File: config.mk
export PLATFORM = sky130hd
export DESIGN_NAME = i2c_slave_engine
export DESIGN_NICKNAME = d
export VERILOG_FILES = /design/src/rtl/i2c_slave_pkg.sv /design/src/rtl/i2c_slave_dpath.sv /design/src/rtl/i2c_slave_ctrl.sv /design/src/rtl/i2c_slave_engine.sv
export SDC_FILE = /design/constraint.sdc
export NUM_CORES = 1
export LEC_CHECK = 0
export ABC_AREA = 0
export BUFFER_PORTS_ARGS = -buffer_cell sky130_fd_sc_hd__buf_4
export CORE_MARGIN = 2
export CORE_UTILIZATION = 40
export DETAILED_ROUTE_END_ITERATION = 8
export PLACE_DENSITY = 0.57
export SLEW_MARGIN = 10
export SYNTH_ARGS = -nofsm -noshare
export SYNTH_HDL_FRONTEND = slang
export SYNTH_SLANG_ARGS = --single-unit
File: constraint.sdc
create_clock -name clk -period 2.1 [get_ports clk]
set_input_delay 0.21 -clock clk [delete_from_list [all_inputs] [get_ports clk]]
set_output_delay 0.21 -clock clk [all_outputs]
set_load 0.01 [all_outputs]
File: src/rtl/i2c_slave_pkg.sv
package i2c_slave_pkg;

  // what the datapath does with the SDA pull-down this cycle
  typedef enum logic [2:0] {
    OE_KEEP,
    OE_REL,
    OE_ACK,
    OE_LOAD,
    OE_TXCUR,
    OE_TXNEXT
  } oe_op_e;

  typedef struct packed {
    logic   clrCnt;
    logic   incCnt;
    logic   shiftRx;
    logic   loadTx;
    logic   shiftTx;
    oe_op_e oeOp;
  } ctrl_strobe_t;

  typedef struct packed {
    logic sclRise;
    logic sclFall;
    logic startSeen;
    logic stopSeen;
    logic sdaBit;
  } bus_event_t;

  typedef enum logic [2:0] {
    ST_IDLE,
    ST_ADDR,
    ST_AACK,
    ST_WDATA,
    ST_WACK,
    ST_RDATA,
    ST_RACK
  } eng_state_e;

endpackage

File: src/rtl/i2c_slave_dpath.sv
module i2c_slave_dpath
  import i2c_slave_pkg::*;
#(
  parameter int ADDR_W      = 7,
  parameter int BYTE_W      = 8,
  parameter int SYNC_STAGES = 2,
  parameter logic [ADDR_W-2:0] ADDR_HI = 6'b011010,
  localparam int CNT_W  = $clog2(BYTE_W + 1),
  localparam int WORD_W = 2 * BYTE_W
) (
  input  logic              clk,
  input  logic              rstN,
  input  logic              sclIn,
  input  logic              sdaIn,
  input  logic              addrStrap,
  input  logic [WORD_W-1:0] rdWord,
  input  ctrl_strobe_t      c,
  output bus_event_t        ev,
  output logic [CNT_W-1:0]  bitCnt,
  output logic              addrBitOk,
  output logic [BYTE_W-1:0] rxByte,
  output logic              sdaOe
);

  logic [SYNC_STAGES-1:0] sclSync, sdaSync;
  logic sclD, sdaD, sclS, sdaS;
  logic [ADDR_W-1:0] addrLeft;
  logic [WORD_W-1:0] txShift;

  assign sclS = sclSync[SYNC_STAGES-1];
  assign sdaS = sdaSync[SYNC_STAGES-1];

  // both lines idle high, so the synchroniser resets high
  always_ff @(posedge clk) begin
    if (!rstN) begin
      sclSync <= '1;
      sdaSync <= '1;
      sclD    <= 1'b1;
      sdaD    <= 1'b1;
    end else begin
      sclSync <= {sclSync[SYNC_STAGES-2:0], sclIn};
      sdaSync <= {sdaSync[SYNC_STAGES-2:0], sdaIn};
      sclD    <= sclS;
      sdaD    <= sdaS;
    end
  end

  assign ev.sclRise   = sclS & ~sclD;
  assign ev.sclFall   = ~sclS & sclD;
  assign ev.startSeen = sclS & sclD & sdaD & ~sdaS;
  assign ev.stopSeen  = sclS & sclD & ~sdaD & sdaS;
  assign ev.sdaBit    = sdaS;

  // address shadow walks in step with the received bits
  assign addrBitOk = (sdaS == addrLeft[ADDR_W-1]);

  always_ff @(posedge clk) begin
    if (!rstN) begin
      bitCnt   <= '0;
      rxByte   <= '0;
      addrLeft <= '0;
      txShift  <= '0;
      sdaOe    <= 1'b0;
    end else begin
      if (c.clrCnt)      bitCnt <= '0;
      else if (c.incCnt) bitCnt <= bitCnt + 1'b1;

      if (c.shiftRx) rxByte <= {rxByte[BYTE_W-2:0], sdaS};

      if (c.clrCnt)       addrLeft <= {ADDR_HI, addrStrap};
      else if (c.shiftRx) addrLeft <= addrLeft << 1;

      if (c.loadTx)       txShift <= rdWord;
      else if (c.shiftTx) txShift <= txShift << 1;

      case (c.oeOp)
        OE_REL:    sdaOe <= 1'b0;
        OE_ACK:    sdaOe <= 1'b1;
        OE_LOAD:   sdaOe <= ~rdWord[WORD_W-1];
        OE_TXCUR:  sdaOe <= ~txShift[WORD_W-1];
        OE_TXNEXT: sdaOe <= ~txShift[WORD_W-2];
        default:   sdaOe <= sdaOe;
      endcase
    end
  end

  a_r2_count_bound: assert property (@(posedge clk) disable iff (!rstN)
    bitCnt <= CNT_W'(BYTE_W));

endmodule

File: src/rtl/i2c_slave_ctrl.sv
module i2c_slave_ctrl
  import i2c_slave_pkg::*;
#(
  parameter int ADDR_W = 7,
  parameter int BYTE_W = 8,
  localparam int CNT_W = $clog2(BYTE_W + 1)
) (
  input  logic              clk,
  input  logic              rstN,
  input  bus_event_t        ev,
  input  logic [CNT_W-1:0]  bitCnt,
  input  logic              addrBitOk,
  input  logic [BYTE_W-1:0] rxByte,
  output ctrl_strobe_t      c,
  output logic              byteValid,
  output logic              byteIdx,
  output logic              abortPulse
);

  eng_state_e state, nState;
  logic isRd, nIsRd, wrIdx, nWrIdx, secondByte, nSecond;
  logic masterAck, nMAck, startHigh, wrOpen;
  logic bvN, abN, idxN;

  assign wrOpen = (state == ST_WDATA || state == ST_WACK) && wrIdx;

  always_comb begin
    nState  = state;
    c       = '0;
    c.oeOp  = OE_KEEP;
    nIsRd   = isRd;
    nWrIdx  = wrIdx;
    nSecond = secondByte;
    nMAck   = masterAck;
    bvN     = 1'b0;
    abN     = 1'b0;
    idxN    = byteIdx;
    if (ev.startSeen) begin
      nState   = ST_ADDR;
      c.clrCnt = 1'b1;
      c.oeOp   = OE_REL;
      abN      = wrOpen;
      nWrIdx   = 1'b0;
    end else if (ev.stopSeen && !startHigh) begin
      nState = ST_IDLE;
      c.oeOp = OE_REL;
      abN    = wrOpen;
      nWrIdx = 1'b0;
    end else begin
      case (state)
        ST_ADDR: begin
          if (ev.sclRise) begin
            if (bitCnt < CNT_W'(ADDR_W) && !addrBitOk) nState = ST_IDLE;
            else begin
              c.shiftRx = 1'b1;
              c.incCnt  = 1'b1;
            end
          end else if (ev.sclFall && bitCnt == CNT_W'(BYTE_W)) begin
            if (rxByte[BYTE_W-1:1] == '0) nState = ST_IDLE;
            else begin
              nState = ST_AACK;
              c.oeOp = OE_ACK;
              nIsRd  = rxByte[0];
            end
          end
        end
        ST_AACK: if (ev.sclFall) begin
          c.clrCnt = 1'b1;
          if (isRd) begin
            nState   = ST_RDATA;
            c.loadTx = 1'b1;
            c.oeOp   = OE_LOAD;
            nSecond  = 1'b0;
          end else begin
            nState = ST_WDATA;
            c.oeOp = OE_REL;
          end
        end
        ST_WDATA: begin
          if (ev.sclRise) begin
            c.shiftRx = 1'b1;
            c.incCnt  = 1'b1;
          end else if (ev.sclFall && bitCnt == CNT_W'(BYTE_W)) begin
            nState = ST_WACK;
            c.oeOp = OE_ACK;
          end
        end
        ST_WACK: if (ev.sclFall) begin
          bvN      = 1'b1;
          idxN     = wrIdx;
          nWrIdx   = ~wrIdx;
          nState   = ST_WDATA;
          c.clrCnt = 1'b1;
          c.oeOp   = OE_REL;
        end
        ST_RDATA: if (ev.sclFall) begin
          c.shiftTx = 1'b1;
          if (bitCnt == CNT_W'(BYTE_W - 1)) begin
            nState = ST_RACK;
            c.oeOp = OE_REL;
          end else begin
            c.incCnt = 1'b1;
            c.oeOp   = OE_TXNEXT;
          end
        end
        ST_RACK: begin
          if (ev.sclRise) nMAck = ~ev.sdaBit;
          else if (ev.sclFall) begin
            if (masterAck && !secondByte) begin
              nState   = ST_RDATA;
              nSecond  = 1'b1;
              c.clrCnt = 1'b1;
              c.oeOp   = OE_TXCUR;
            end else begin
              nState = ST_IDLE;
              c.oeOp = OE_REL;
            end
          end
        end
        default: ;
      endcase
    end
  end

  always_ff @(posedge clk) begin
    if (!rstN) begin
      state      <= ST_IDLE;
      isRd       <= 1'b0;
      wrIdx      <= 1'b0;
      secondByte <= 1'b0;
      masterAck  <= 1'b0;
      startHigh  <= 1'b0;
      byteValid  <= 1'b0;
      byteIdx    <= 1'b0;
      abortPulse <= 1'b0;
    end else begin
      state      <= nState;
      isRd       <= nIsRd;
      wrIdx      <= nWrIdx;
      secondByte <= nSecond;
      masterAck  <= nMAck;
      byteValid  <= bvN;
      byteIdx    <= idxN;
      abortPulse <= abN;
      if (ev.startSeen)    startHigh <= 1'b1;
      else if (ev.sclFall) startHigh <= 1'b0;
    end
  end

  a_r6_strobe_after_ack: assert property (@(posedge clk) disable iff (!rstN)
    byteValid |-> $past(state) == ST_WACK);

  a_r10_abort_needs_half_pair: assert property (@(posedge clk) disable iff (!rstN)
    abortPulse |-> $past(wrIdx));

  a_r11_early_stop_masked: assert property (@(posedge clk) disable iff (!rstN)
    (state == ST_ADDR && startHigh && ev.stopSeen && !ev.startSeen) |=> state == ST_ADDR);

  a_r3_idle_deaf: assert property (@(posedge clk) disable iff (!rstN)
    (state == ST_IDLE && !ev.startSeen) |=> state == ST_IDLE);

endmodule

File: src/rtl/i2c_slave_engine.sv
module i2c_slave_engine
  import i2c_slave_pkg::*;
#(
  parameter int ADDR_W      = 7,
  parameter int BYTE_W      = 8,
  parameter int SYNC_STAGES = 2,
  parameter logic [ADDR_W-2:0] ADDR_HI = 6'b011010,
  localparam int WORD_W = 2 * BYTE_W,
  localparam int CNT_W  = $clog2(BYTE_W + 1)
) (
  input  logic              clk,
  input  logic              rstN,
  input  logic              sclIn,
  input  logic              sdaIn,
  input  logic              addrStrap,
  input  logic [WORD_W-1:0] rdWord,
  output logic              sdaOe,
  output logic [BYTE_W-1:0] rxByte,
  output logic              byteValid,
  output logic              byteIdx,
  output logic              abortPulse
);

  ctrl_strobe_t     strobes;
  bus_event_t       events;
  logic [CNT_W-1:0] bitCnt;
  logic             addrBitOk;

  i2c_slave_dpath #(
    .ADDR_W(ADDR_W), .BYTE_W(BYTE_W), .SYNC_STAGES(SYNC_STAGES), .ADDR_HI(ADDR_HI)
  ) uDpath (
    .clk(clk), .rstN(rstN), .sclIn(sclIn), .sdaIn(sdaIn), .addrStrap(addrStrap),
    .rdWord(rdWord), .c(strobes), .ev(events), .bitCnt(bitCnt),
    .addrBitOk(addrBitOk), .rxByte(rxByte), .sdaOe(sdaOe)
  );

  i2c_slave_ctrl #(
    .ADDR_W(ADDR_W), .BYTE_W(BYTE_W)
  ) uCtrl (
    .clk(clk), .rstN(rstN), .ev(events), .bitCnt(bitCnt), .addrBitOk(addrBitOk),
    .rxByte(rxByte), .c(strobes), .byteValid(byteValid), .byteIdx(byteIdx),
    .abortPulse(abortPulse)
  );

  // the pull-down moves only while the bus clock is low
  a_r1_oe_moves_in_low: assert property (@(posedge clk) disable iff (!rstN)
    !$stable(sdaOe) |-> !sclIn);

endmodule

==> results.py <==
metrics = {
    "synthesis": {
        "yosys-top-cells-area": "dfxtp_1, mux2i_1, nor2_1, a211oi_1, a21oi_1",
        "synth_top_area_share_pct": 40.5,
        "mappedNetlistArea_mm2": 0.00262,
        "synth-async-reset-ratio_pct": 0,
        "synth_fp_nets": 318,
        "synth_seq_cells": 53,
        "syn_area_per_cell_um2": 9.00,
        "synth_edf_count": 0,
        "yosysTopAreaCell": "dfxtp_1",
        "synthFlopType": "dfxtp_1",
        "synth_warnings": 0,
        "synthDistinctLibCells": 52,
        "ys_seq_area_share_pct": 40.5,
        "syn_inst": 291,
    },
    "pwr": {
        "power.switching_mw": 0.449,
        "seqPwrFrac_pct": 57.6,
        "intPower_mw": 1.34,
        "vdd_ir_drop_max_mv": 0.310,
        "sw_frac_of_total_pct": 25.1,
        "p_comb_share_pct": 11.0,
        "p_leak_nw": 1.25,
        "power_per_cell_area_mw_per_mm2": 585,
        "clock_power_share_pct": 31.4,
    },
    "place": {
        "hpwl_mm": 4.00,
        "place_congestion": 0.858,
        "place_ws_ns": 0.135,
        "numPortBuffers": 32,
    },
    "worst_hold_path": {
        "worstHoldPathCells": 2,
        "hold_path.class": "primary input to register",
    },
    "route": {
        "drt_pass1_iterations": 4,
        "wl_per_cell_um": 14.1,
        "vias_per_cell": 5.32,
        "num_vias": 2135,
        "postRouteAntennaNets": 0,
        "finalWirelength_mm": 5.64,
        "drc": 0,
        "drt_first_iter_violations": 113,
    },
    "sta": {
        "fmax_ghz": 0.513,
        "slew_viol_final": 0,
        "period_share_pct": 92.7,
        "finalCriticalPeriod_ns": 1.95,
        "setup_violations": 0,
        "tightest_slew_ns": 0.627,
        "timing.final.hold_violations": 0,
        "rsz0062_at_grt": "no",
        "finalClockSkew_ns": 0.00553,
        "setup_tns_ns": 0,
        "maxSlewHeadroom_pct": 58.1,
        "layout_setup_ws_ns": 0.152,
    },
    "die": {
        "core_region_area_mm2": 0.00635,
        "ios": 33,
        "die_area_mm2": 0.00721,
        "rows": 29,
        "initial_core_util_pct": 41.3,
        "die_x_um": 84.9,
        "die_height_um": 84.9,
    },
    "final_layout": {
        "area_delta_synth_final_pct": 16.5,
        "drive_above_1_share_pct": 19.1,
        "antennaDiodeCount": 0,
        "fin_util_pct": 48.1,
        "fin_nets": 350,
        "nFillCells": 624,
    },
    "clocking": {
        "cts_tree": "done",
        "post_cts_resized": 0,
        "cts_htree_levels": 2,
        "holdBufCountCts": 0,
        "clk_pin_slew_ns": 0.09,
        "cts_buffer_depth": 2,
        "clockRootBuffer": "clkbuf_8",
        "cts_buffers": 5,
        "clock_latency_ns": 0.30,
        "clkSinkCount": 53,
        "cts_setup_buffers": 0,
    },
    "flow_run": {
        "drv_cap": 0,
    },
    "global_route": {
        "top_usage_layer": "met2",
        "grt_first_pass_wirelength_mm": 9.42,
        "antenna_found_initial": 0,
        "grt_pass1_vias": 1981,
        "grt_use_met1_pct": 23.1,
        "grt-ovfl-total": 0,
        "gr-usage-all-layers_pct": 16.1,
        "grtUsageMet2_pct": 24.4,
        "grt_max_degree": 38,
        "grt_use_met3_pct": 2.92,
    },
    "setup_path": {
        "worst-path-max-fanout": 7,
        "rr_worst_depth": 7,
        "cp.arrival_ns": 2.18,
        "critPathKind": "register to register",
        "required_ns": 2.33,
        "end_kind": "register",
        "worstSetupStartpointType": "register",
    },
    "run_status": {
        "status": "finished, final reports clean",
    },
}
[per-stage QoR]
| stage | std cells | hold WS, ns | instance area (µm²) | power, mW |
|---|---|---|---|---|
| 3_3_place_gp | 393 | 0.391 | 2960 | 1.24 |
| 5_1_grt | 401 | 0.0767 | 3050 | 1.87 |
| 4_1_cts | 401 | 0.0760 | 3040 | 1.80 |
| 2_1_floorplan | 291 | 0.311 | 2620 | 1.18 |
| 3_5_place_dp | 393 | 0.396 | 2960 | 1.24 |
| 6_report | 401 | 0.0844 | 3050 | 1.79 |
[path summary, 6_finish.rpt]
| check | start | to | slack [ns] |
|---|---|---|---|
| max | uCtrl.state[1] | uCtrl.state[0] | 0.15 |
| min | sclIn | uDpath.sclSync[0] | 0.08 |
| max reg2reg | uCtrl.state[1] | uCtrl.state[0] | 0.15 |
| min reg2reg | uDpath.sclSync[0] | uDpath.sclSync[1] | 0.42 |
[cell type report]
cell class	count	area [µm²]	area share, %
clock inverters	2	10.0	0.328
repair buffers	42	328	10.7
well taps	77	96.3	3.16
flip-flops and latches	53	1060	34.8
inverters	11	41.3	1.35
clock buffers	6	72.6	2.38
multi-input cells	210	1440	47.3
[cell usage after synthesis, types with 2 or more instances]
library cell  instances
dfxtp_1              53
nor2_1               39
mux2i_1              36
a211oi_1             18
a21oi_1              18
nand2_1              14
inv_1                10
nor3_1                9
nand3_1               8
nand2b_1              7
ha_1                  6
o21ai_0               6
buf_2                 5
buf_4                 5
clkbuf_1              5
nor2b_1               4
a21o_1                3
a31oi_1               3
nand4_1               3
a31o_2                2
nand3b_1              2
nor3b_1               2
o21ai_1               2
or4_1                 2
xor2_1                2
[power groups by stage]
stage               clock [mW]  sequential, mW  combinational (mW)
floorplan                    0            1.05               0.129
global placement             0            1.05               0.192
detailed placement           0            1.05               0.192
CTS                      0.584            1.03               0.192
global route             0.627            1.03               0.216
finish                   0.561            1.03               0.196
[routing by layer]
metal / vias to the layer above / wire length (µm)
met4: 0 / 50
met1: 991 / 2880
li1: 1103 / -
met3: 4 / 217
met5: - / 0
met2: 37 / 2490
[registers in the layout (all words and copies together) (netlist names)]
register and flops:
uCtrl.secondByte 1, uDpath.sdaSync 2, uDpath.sdaD 1, uCtrl.abortPulse 1, uCtrl.byteIdx 1, uCtrl.masterAck 1
uDpath.sclD 1, uDpath.sdaOe 1, uDpath.bitCnt 4, uDpath.rxByte 8, uDpath.sclSync 2, uDpath.addrLeft 7
uCtrl.wrIdx 1, uCtrl.state 3, uCtrl.isRd 1, uCtrl.startHigh 1, uCtrl.byteValid 1, uDpath.txShift 16
[worst max-delay path: stages, from the launching register on]
cell	delay [ns]
dfxtp_1	0.36
inv_1	0.09
ha_1	0.30
or2_2	0.16
a31oi_1	0.11
or3_1	0.39
a32oi_1	0.25
mux2i_1	0.21
[cells by family (layout without fill, tap and decap cells)]
family	Yosys count	in the layout	synth area share (%)
buffers and inverters	28	61	5.30
AO/OA/AOI/OAI	66	66	18.1
XOR/XNOR	2	2	0.669
flip-flops	53	53	40.5
multiplexers	37	37	14.2
AND/OR/NAND/NOR	99	99	18.4
adder cells (fa/ha/maj)	6	6	2.87
[layout by cell type (no fill, tap or decap), drive strengths merged, types with 2 or more instances in the layout]
| master | netlist | final |
|---|---|---|
| a2111oi | 2 | 2 |
| a211oi | 18 | 18 |
| a21boi | 2 | 2 |
| a21o | 3 | 3 |
| a21oi | 18 | 18 |
| a31o | 3 | 3 |
| a31oi | 3 | 3 |
| buf | 11 | 42 |
| clkbuf | 6 | 6 |
| clkinv | 0 | 2 |
| dfxtp | 53 | 53 |
| ha | 6 | 6 |
| inv | 11 | 11 |
| mux2i | 36 | 36 |
| nand2 | 14 | 14 |
| nand2b | 8 | 8 |
| nand3 | 8 | 8 |
| nand3b | 2 | 2 |
| nand4 | 3 | 3 |
| nor2 | 39 | 39 |
| nor2b | 4 | 4 |
| nor3 | 10 | 10 |
| nor3b | 2 | 2 |
| o21ai | 8 | 8 |
| or4 | 2 | 2 |
| xor2 | 2 | 2 |
No activity file was read; power rests on OpenSTA's default activity.
